**src/rtl/aux_seq_pkg.sv**
```systemverilog
package aux_seq_pkg;

    localparam int unsigned STATE_W = 3;
    localparam int unsigned COMBO_N = 1 << (2 * STATE_W);

    typedef enum logic [2:0] {
        S_DECODE = 3'd0,
        S_GAP_BA = 3'd1,
        S_A_ON   = 3'd2,
        S_GAP_AB = 3'd3,
        S_B_ON   = 3'd4
    } seq_state_e;

    // An all-equal pole pattern applies no voltage: zero state
    function automatic logic is_zero_state(input logic [STATE_W-1:0] s);
        return (s == '0) || (s == '1);
    endfunction

    // Opposite active vectors drive the outermost hexagon vertices
    function automatic logic is_forbidden(input logic [STATE_W-1:0] s1,
                                          input logic [STATE_W-1:0] s2);
        return !is_zero_state(s1) && !is_zero_state(s2) && (s2 == ~s1);
    endfunction

    function automatic logic [COMBO_N-1:0] build_forbid_map();
        logic [COMBO_N-1:0] m;
        for (int i = 0; i < COMBO_N; i++) begin
            m[i] = is_forbidden(STATE_W'(i >> STATE_W), STATE_W'(i));
        end
        return m;
    endfunction

endpackage

```
**src/rtl/aux_combo_classifier.sv**
```systemverilog
module aux_combo_classifier
    import aux_seq_pkg::*;
(
    input  logic               clk,
    input  logic               rst_n,
    input  logic [STATE_W-1:0] inv1_state_i,
    input  logic [STATE_W-1:0] inv2_state_i,
    output logic               open_a_o,
    output logic               open_b_o,
    output logic               fault_o
);

    localparam int unsigned IDX_W = 2 * STATE_W;
    localparam logic [COMBO_N-1:0] FORBID_MAP = build_forbid_map();

    logic [IDX_W-1:0] idx;
    logic             forbid_now;

    assign idx        = {inv1_state_i, inv2_state_i};
    assign forbid_now = FORBID_MAP[idx];

    always_ff @(posedge clk) begin
        if (!rst_n) begin
            open_a_o <= 1'b1;
            open_b_o <= 1'b1;
            fault_o  <= 1'b0;
        end else begin
            open_a_o <= is_zero_state(inv1_state_i) || forbid_now;
            open_b_o <= is_zero_state(inv2_state_i) || forbid_now;
            fault_o  <= forbid_now;
        end
    end

    // flag tracks the previous cycle's pair, checked against the rule
    p_fault_latency_r5: assert property (@(posedge clk) disable iff (!rst_n)
        1'b1 |=> (fault_o == is_forbidden($past(inv1_state_i), $past(inv2_state_i))));

    // zero state on inverter 1 always requests pair A open
    p_zero_opens_a_r2: assert property (@(posedge clk) disable iff (!rst_n)
        is_zero_state(inv1_state_i) |=> open_a_o);

endmodule

```
**src/rtl/aux_alt_fsm.sv**
```systemverilog
module aux_alt_fsm
    import aux_seq_pkg::*;
#(
    parameter int unsigned PERIOD_W = 16,
    parameter int unsigned DEAD_W   = 8
) (
    input  logic                clk,
    input  logic                rst_n,
    input  logic                alt_mode_i,
    input  logic [PERIOD_W-1:0] half_period_i,
    input  logic [DEAD_W-1:0]   dead_len_i,
    input  logic                open_a_i,
    input  logic                open_b_i,
    input  logic                fault_i,
    output logic [3:0]          aux_close_o
);

    localparam int unsigned CNT_W = (PERIOD_W > DEAD_W) ? PERIOD_W : DEAD_W;

    seq_state_e       st, st_nxt;
    logic [CNT_W-1:0] cnt, cnt_nxt;
    logic             per_done, dead_done;
    logic             close_a, close_b;

    assign per_done  = (cnt >= CNT_W'(half_period_i));
    assign dead_done = (cnt >= CNT_W'(dead_len_i));

    always_comb begin
        st_nxt  = st;
        cnt_nxt = cnt + 1'b1;
        unique case (st)
            S_DECODE: begin
                cnt_nxt = '0;
                if (alt_mode_i) st_nxt = S_GAP_BA;
            end
            S_GAP_BA: if (dead_done) begin st_nxt = S_A_ON;   cnt_nxt = '0; end
            S_A_ON:   if (per_done)  begin st_nxt = S_GAP_AB; cnt_nxt = '0; end
            S_GAP_AB: if (dead_done) begin st_nxt = S_B_ON;   cnt_nxt = '0; end
            S_B_ON:   if (per_done)  begin st_nxt = S_GAP_BA; cnt_nxt = '0; end
            default:  begin st_nxt = S_DECODE; cnt_nxt = '0; end
        endcase
        if (st != S_DECODE && !alt_mode_i) begin
            st_nxt  = S_DECODE;
            cnt_nxt = '0;
        end
    end

    always_ff @(posedge clk) begin
        if (!rst_n) begin
            st  <= S_DECODE;
            cnt <= '0;
        end else begin
            st  <= st_nxt;
            cnt <= cnt_nxt;
        end
    end

    always_comb begin
        close_a = 1'b0;
        close_b = 1'b0;
        unique case (st)
            S_DECODE: begin
                close_a = !open_a_i;
                close_b = !open_b_i;
            end
            S_A_ON:   close_a = 1'b1;
            S_B_ON:   close_b = 1'b1;
            S_GAP_BA, S_GAP_AB: ;
            default:  ;
        endcase
    end

    assign aux_close_o = {close_b, close_a, close_b, close_a};

    // pairs never closed together while alternating
    p_pairs_exclusive_r8: assert property (@(posedge clk) disable iff (!rst_n)
        (st != S_DECODE) |-> !(aux_close_o[0] && aux_close_o[1]));

    // break-before-make on each pair
    p_bbm_a_r8: assert property (@(posedge clk) disable iff (!rst_n)
        ((st != S_DECODE) && $rose(aux_close_o[0])) |-> !$past(aux_close_o[1]));
    p_bbm_b_r8: assert property (@(posedge clk) disable iff (!rst_n)
        ((st != S_DECODE) && $rose(aux_close_o[1])) |-> !$past(aux_close_o[0]));

    // a flagged pair leaves all gates open in decode mode
    p_fault_opens_r6: assert property (@(posedge clk) disable iff (!rst_n)
        ((st == S_DECODE) && fault_i) |-> (aux_close_o == 4'b0000));

    // an expired on-interval leaves the on-state
    p_on_expires_r7: assert property (@(posedge clk) disable iff (!rst_n)
        ((st == S_A_ON) && per_done) |=> (st != S_A_ON));

    // mode low always returns to decode
    p_mode_exit_r9: assert property (@(posedge clk) disable iff (!rst_n)
        !alt_mode_i |=> (st == S_DECODE));

endmodule

```
**src/rtl/aux_switch_sequencer.sv**
```systemverilog
module aux_switch_sequencer
    import aux_seq_pkg::*;
#(
    parameter int unsigned PERIOD_W = 16,
    parameter int unsigned DEAD_W   = 8
) (
    input  logic                clk,
    input  logic                rst_n,
    input  logic                alt_mode_i,
    input  logic [2:0]          inv1_state_i,
    input  logic [2:0]          inv2_state_i,
    input  logic [PERIOD_W-1:0] half_period_i,
    input  logic [DEAD_W-1:0]   dead_len_i,
    output logic [3:0]          aux_close_o,
    output logic                fault_o
);

    logic open_a, open_b, fault_q;

    aux_combo_classifier u_class (
        .clk          (clk),
        .rst_n        (rst_n),
        .inv1_state_i (inv1_state_i),
        .inv2_state_i (inv2_state_i),
        .open_a_o     (open_a),
        .open_b_o     (open_b),
        .fault_o      (fault_q)
    );

    aux_alt_fsm #(
        .PERIOD_W (PERIOD_W),
        .DEAD_W   (DEAD_W)
    ) u_fsm (
        .clk           (clk),
        .rst_n         (rst_n),
        .alt_mode_i    (alt_mode_i),
        .half_period_i (half_period_i),
        .dead_len_i    (dead_len_i),
        .open_a_i      (open_a),
        .open_b_i      (open_b),
        .fault_i       (fault_q),
        .aux_close_o   (aux_close_o)
    );

    assign fault_o = fault_q;

    // both outputs quiet on the cycle after reset
    p_reset_quiet_r1: assert property (@(posedge clk)
        !rst_n |=> (aux_close_o == 4'b0000 && !fault_o));

endmodule

```
**config.mk**
```make
export PLATFORM = sky130hd
export DESIGN_NAME = aux_switch_sequencer
export DESIGN_NICKNAME = d
export VERILOG_FILES = /design/src/rtl/aux_seq_pkg.sv /design/src/rtl/aux_combo_classifier.sv /design/src/rtl/aux_alt_fsm.sv /design/src/rtl/aux_switch_sequencer.sv
export SDC_FILE = /design/constraint.sdc
export NUM_CORES = 1
export LEC_CHECK = 0
export ABC_AREA = 1
export BUFFER_PORTS_ARGS = -buffer_cell sky130_fd_sc_hd__buf_4
export CAP_MARGIN = 20
export CORE_ASPECT_RATIO = 2
export CORE_MARGIN = 1.5
export CORE_UTILIZATION = 55
export CTS_CLUSTER_DIAMETER = 150
export CTS_CLUSTER_SIZE = 14
export DETAILED_ROUTE_END_ITERATION = 8
export GPL_TIMING_DRIVEN = 1
export PLACE_DENSITY = 0.88
export SLEW_MARGIN = 10
export SYNTH_ARGS = -nofsm -noshare
export SYNTH_HDL_FRONTEND = slang
export SYNTH_HIERARCHICAL = 1
export SYNTH_SLANG_ARGS = --single-unit
```
**constraint.sdc**
```tcl
create_clock -name clk -period 2.4 [get_ports clk]
set_clock_uncertainty 0.2 [all_clocks]
set_input_delay 0.24 -clock clk [delete_from_list [all_inputs] [get_ports clk]]
set_output_delay 0.24 -clock clk [all_outputs]
set_load 0.005 [all_outputs]
```
==> results of run 1 <==
## cell type report
type	instances	area, sq um	share of cell area [%]
multi-input combinational	183	1180	53.7
clock buffer	3	41.3	1.88
sequential	22	440	20.1
inverter	58	218	9.91
timing repair buffer	37	278	12.6
tap	32	40.0	1.82
## sequential cells by signal, indices dropped and copies added (netlist names)
signal and count:
u_fsm/st 3, u_class/open_b_o 1, u_fsm/cnt 16, u_class/fault_o 1, u_class/open_a_o 1
## worst max-delay path: stages, from the launching register on
cell	delay (ns)
dfxtp_1	0.41
inv_2	0.08
ha_1	0.27
inv_1	0.03
nand2_1	0.04
nand2_1	0.05
nand2_1	0.05
nand2_1	0.04
nand2_1	0.05
nand2_1	0.04
nand2_1	0.05
nand2_1	0.04
nand2_1	0.09
nand2_2	0.07
nand2_4	0.30
o21ai_0	0.13
## per-layer routing
| metal | wire [um] | share of wire, % | track usage, % | vias up |
|---|---|---|---|---|
| li1 | - | - | - | 908 |
| met1 | 1380 | 37 | 22.7 | 795 |
| met2 | 2180 | 58 | 42.4 | 44 |
| met3 | 128 | 3.4 | 2.95 | 7 |
| met4 | 82 | 2.2 | 10.5 | 0 |
| met5 | 0 | 0 | 0 | - |
## through the flow
step                util, %  cells
floorplan                 -    268
global placement       64.5    332
detailed placement     64.5    332
CTS                    65.7    335
global route           65.7    335
finish                 65.7    335
## power by group
part | switching [mW] | leakage (nW) | internal, mW | total [mW]
registers | 0.0315 | 0.178 | 0.394 | 0.425
logic | 0.281 | 0.969 | 0.185 | 0.466
clock network | 0.116 | 0.0216 | 0.112 | 0.228
total | 0.428 | 1.17 | 0.691 | 1.12
## kinds of logic (layout without fill, tap and decap cells)
group | after synthesis | in the layout | synth area share (%)
and+or+nand+nor | 122 | 122 | 33.6
xor gates and xnor gates | 10 | 10 | 4.64
buffers and inverters | 63 | 98 | 14.2
AOI/OAI and AO/OA | 26 | 26 | 7.69
DFF | 22 | 22 | 23.3
adders and majority gates | 25 | 25 | 16.6
## cells in the final DEF, fill, tap and decap left out, types with 2 or more instances in the layout
master | netlist | layout
nand2_1 | 52 | 52
nand3_1 | 15 | 15
nor2_4 | 11 | 11
nor2_2 | 4 | 4
nor2_1 | 21 | 21
buf_4 | 4 | 37
nor4_1 | 3 | 3
inv_2 | 5 | 5
inv_1 | 53 | 53
clkbuf_8 | 0 | 3
a21o_1 | 2 | 2
nand4_1 | 3 | 3
xnor2_1 | 2 | 2
dfxtp_1 | 22 | 22
nand3_2 | 2 | 2
ha_1 | 25 | 25
xor2_1 | 8 | 8
nor3_1 | 5 | 5
o21ai_0 | 7 | 7
a21oi_1 | 13 | 13
## how the worst max path moves through the flow
stage	end	depth (start not counted)
after floorplan	u_fsm/cnt[11]$_SDFF_PP0_	16
after global placement	u_fsm/st[1]$_SDFFE_PP0P_	15
after detailed placement	u_fsm/st[1]$_SDFFE_PP0P_	15
after CTS	u_fsm/st[1]$_SDFFE_PP0P_	15
after global routing	u_fsm/st[1]$_SDFFE_PP0P_	15
final	u_fsm/st[1]$_SDFFE_PP0P_	15
==> results.yml, run 1 <==
status:
  status: "finished, violations left"
  violations: "design-rule violations"
global_route:
  grt_start_max_net_pins: 18
  grt_usage_pct: 22.5
  gr-total-overflow: 0
  first_global_vias: 1660
  grt_pass1_wl_um: 6480
  grt_antenna_before_repair: 0
synth:
  netlist_area_sq_um: 1890
  synth_cell_types: 30
  synth_edf_count: 0
  synth_nets: 326
  yosysSeqAreaShare_pct: 23.3
  syn_avg_cell_area_sq_um: 7.04
  synthCells: 268
  synth_most_common_cell: "inv_1"
  synth_area_leaders: "dfxtp_1 (23%), ha_1 (17%), inv_1 (11%), nand2_1 (10%), nor2_4 (6.6%)"
  ys.flop_type: "dfxtp_1"
  synthArstFlopShare_pct: 0
  synth_top_area_cell: "dfxtp_1"
  yosysWarningCount: 6
  synth_top_area_share_pct: 23.3
  synth_common_cells: "inv_1 (53), nand2_1 (52), ha_1 (25)"
  synth_seq_cells: 22
die:
  ioPinCount: 38
  fp.dieW_um: 44.4
  num_rows: 30
  core_sq_um: 3340
  die_h_um: 85.8
  initial_utilization_pct: 56.5
  design.die.area_sq_um: 3810
cts:
  cts-htree-levels: 1
  cts_root_buf: "clkbuf_8"
  cts_resized: 0
  cts_buffers: 3
  cts.sinks: 22
  cts_hold_buffers: 0
  cts_setup_buffers: 0
  clk_pin_slew_ns: 0.07
  clockBufferDepth: 2
  cts_tree: "built"
  insertion_delay_ns: 0.26
min_path:
  hold_path_class: "in2reg"
  hold_depth: 3
  hold_start: "rst_n"
  hold_path_end: "u_class/fault_o$_SDFF_PN0_"
worst_setup_path:
  worstReg2RegStart: "u_fsm/cnt[0]$_SDFF_PP0_"
  crit_arrival_ns: 2.03
  worst-path-max-fanout: 17
  critPathLaunchType: "flop"
  cp-startpoint: "u_fsm/cnt[0]$_SDFF_PP0_"
  crit_type: "reg2reg"
  critPathCaptureType: "flop"
  critPathRequiredTime_ns: 2.34
  reg2reg_slack_ns: 0.31
  reg2regPathDepth: 15
  rr_endpoint: "u_fsm/st[1]$_SDFFE_PP0P_"
placed_design:
  pre_cts_slack_ns: 0.297
  post-dp-hpwl_um: 3170
  numPortBuffers: 37
  post_dp_cell_area_sq_um: 2150
  place_congestion: 0.872
sta:
  clock.fmax_mhz: 480
  setup_tns_ns: 0
  drv_slew: 0
  rsz0062_at_grt: "false"
  finalWorstSetupSlack_ns: 0.315
  worstMarginPinSlew_ns: 0.410
  fin_crit_sh_pct: 86.9
  setup-violations-final: 0
  hold_ws_ns: 0.0287
  final-hold-violation-count: 0
  min_period_ns: 2.09
  worst_slew_margin_rel_pct: 72.4
cells_and_area:
  fillers: 312
  fin_nets: 363
  antenna_cells: 0
  area_growth_pct: 16.4
  drive_gt1_share_pct: 22.8
  design_area_sq_um: 2200
drt:
  drt_iter0_markers: 52
  firstDrtPassIters: 6
  drc: 2
  routedWlPerCell_um: 11.2
  wl_um: 3770
  vias: 1754
  vias_per_cell: 5.24
  ant_nets: 0
power:
  cellPowerDensity_nw_per_um2: 509
  ir_worst_vdd_mv: 0.392
  total_power_mw: 1.12
  leakage_nw: 1.17
job:
  cap_violations: 0
No activity file was read; power rests on OpenSTA's default activity.
==> inputs of run 2 (changes only) <==
==> constraint.sdc (replaced) <==
create_clock -name clk -period 2.4 [get_ports clk]
set_clock_uncertainty 0.2 [all_clocks]
set_input_delay 0.36 -clock clk [delete_from_list [all_inputs] [get_ports clk]]
set_output_delay 0.36 -clock clk [all_outputs]
set_load 0.005 [all_outputs]
==> results.yml, run 2 (synthesis gave the netlist of run 1 again) <==
cts:
  cts-htree-levels: 1
  clk_pin_slew_ns: 0.08
  cts_root_buf: "clkbuf_8"
  cts_buffers: 3
  cts_hold_buffers: 0
  cts_tree: "built"
  cts_resized: 0
  cts_setup_buffers: 0
  cts.sinks: 22
  clockBufferDepth: 2
  insertion_delay_ns: 0.26
sta:
  setup-violations-final: 0
  setup_tns_ns: 0
  worst_slew_margin_rel_pct: 75.2
  drv_slew: 0
  hold_ws_ns: 0.165
  min_period_ns: 2.22
  finalWorstSetupSlack_ns: 0.184
  clock.fmax_mhz: 451
  rsz0062_at_grt: "false"
  fin_crit_sh_pct: 92.3
  worstMarginPinSlew_ns: 0.368
  final-hold-violation-count: 0
drt:
  drt_iter0_markers: 47
  ant_nets: 0
  routedWlPerCell_um: 11.4
  wl_um: 3840
  vias_per_cell: 5.21
  vias: 1751
  drc: 2
  firstDrtPassIters: 6
die:
  design.die.area_sq_um: 3810
  ioPinCount: 38
  die_h_um: 85.8
  core_sq_um: 3340
  num_rows: 30
  fp.dieW_um: 44.4
  initial_utilization_pct: 56.5
cells_and_area:
  antenna_cells: 0
  drive_gt1_share_pct: 23.0
  register_area_sq_um: 440
  layout_commonest_cell: "inv_1"
  area_growth_pct: 17.1
  largest_reg_flops: 16
  fillers: 288
  top_regs: "u_fsm/cnt x16, u_fsm/st x3"
  max_flop_register: "u_fsm/cnt"
  final_cell_mix: "inv_1 (53), nand2_1 (52), buf_4 (37), ha_1 (25), dfxtp_1 (22)"
  multi_input_area_sq_um: 1180
  design_area_sq_um: 2210
  fin_nets: 363
global_route:
  grt_pass1_wl_um: 6560
  first_global_vias: 1747
  grt_usage_pct: 22.0
  gr-total-overflow: 0
  grt_antenna_before_repair: 0
  grt_start_max_net_pins: 18
power:
  p_switching_mw: 0.436
  seqPwrFrac_pct: 36.7
  power.share.clock_pct: 22.5
  switching_share_pct: 37.6
  cell_internal_pwr_mw: 0.725
  ir_worst_vdd_mv: 0.408
  cellPowerDensity_nw_per_um2: 526
  p_comb_share_pct: 40.8
  leakage_nw: 1.18
min_path:
  hold_path_class: "in2reg"
worst_setup_path:
  worst-path-max-fanout: 17
  reg2regPathDepth: 15
  cp-startpoint: "u_fsm/cnt[0]$_SDFF_PP0_"
  crit_arrival_ns: 2.15
  critPathRequiredTime_ns: 2.34
  reg2reg_slack_ns: 0.18
  worstReg2RegStart: "u_fsm/cnt[0]$_SDFF_PP0_"
  rr_endpoint: "u_fsm/st[1]$_SDFFE_PP0P_"
  critPathLaunchType: "flop"
  cp-endpoint: "u_fsm/st[1]$_SDFFE_PP0P_"
  crit_type: "reg2reg"
  critPathCaptureType: "flop"
placed_design:
  numPortBuffers: 37
  post-dp-hpwl_um: 3200
  post_dp_cell_area_sq_um: 2150
  pre_cts_slack_ns: 0.206
  place_congestion: 0.868
job:
  cap_violations: 0
status:
  status: "finished, violations left"
  violations: "design-rule violations"
run 2: power by group through the flow:
stage                     clock, mW  combinational, mW  sequential (mW)
after floorplan                   0              0.389            0.428
final                         0.261              0.474            0.426
after CTS                     0.265              0.477            0.426
after global routing          0.283              0.531            0.430
after detailed placement          0              0.472            0.435
after global placement            0              0.460            0.434
run 2: final cells by class:
cell class | count | area share, %
timing repair buffer | 37 | 12.6
clock buffer | 4 | 2.49
multi-input combinational | 183 | 53.3
tap | 32 | 1.81
inverter | 58 | 9.85
sequential | 22 | 19.9
run 2: worst min-delay path by stage:
stage	to	slack [ns]	start	cells past startpoint
3_3_place_gp	u_fsm/cnt[0]$_SDFF_PP0_	0.27	u_fsm/cnt[0]$_SDFF_PP0_	1
3_5_place_dp	u_fsm/cnt[0]$_SDFF_PP0_	0.28	u_fsm/cnt[0]$_SDFF_PP0_	1
2_1_floorplan	u_fsm/cnt[0]$_SDFF_PP0_	0.26	u_fsm/cnt[0]$_SDFF_PP0_	1
6_report	u_class/fault_o$_SDFF_PN0_	0.16	rst_n	3
5_1_grt	u_class/fault_o$_SDFF_PN0_	0.17	rst_n	3
4_1_cts	u_class/fault_o$_SDFF_PN0_	0.16	rst_n	3
run 2: through the flow:
| step | power, mW | instances | util [%] |
|---|---|---|---|
| after global placement | 0.894 | 332 | 64.5 |
| after floorplan | 0.817 | 268 | - |
| after global routing | 1.24 | 336 | 66.1 |
| after detailed placement | 0.907 | 332 | 64.5 |
| final | 1.16 | 336 | 66.1 |
| after CTS | 1.17 | 336 | 66.1 |
run 2: worst max-delay path, cell delays in order, from the launching register on:
cell	delay (ns)
dfxtp_1	0.42
inv_2	0.09
ha_1	0.28
inv_1	0.03
nand2_1	0.04
nand2_1	0.04
nand2_1	0.08
nand2_1	0.06
nand2_1	0.06
nand2_1	0.05
nand2_1	0.06
nand2_1	0.05
nand2_1	0.12
nand2_2	0.08
nand2_4	0.30
o21ai_0	0.12
run 2: routing by layer:
metal  up-vias  global-route usage (%)  share of wire, %
met1       790                    21.0                36
li1        905                       -                 -
met4         0                    6.89               1.5
met3         9                    2.32               3.3
met2        47                    44.7                59
met5         -                       0                 0
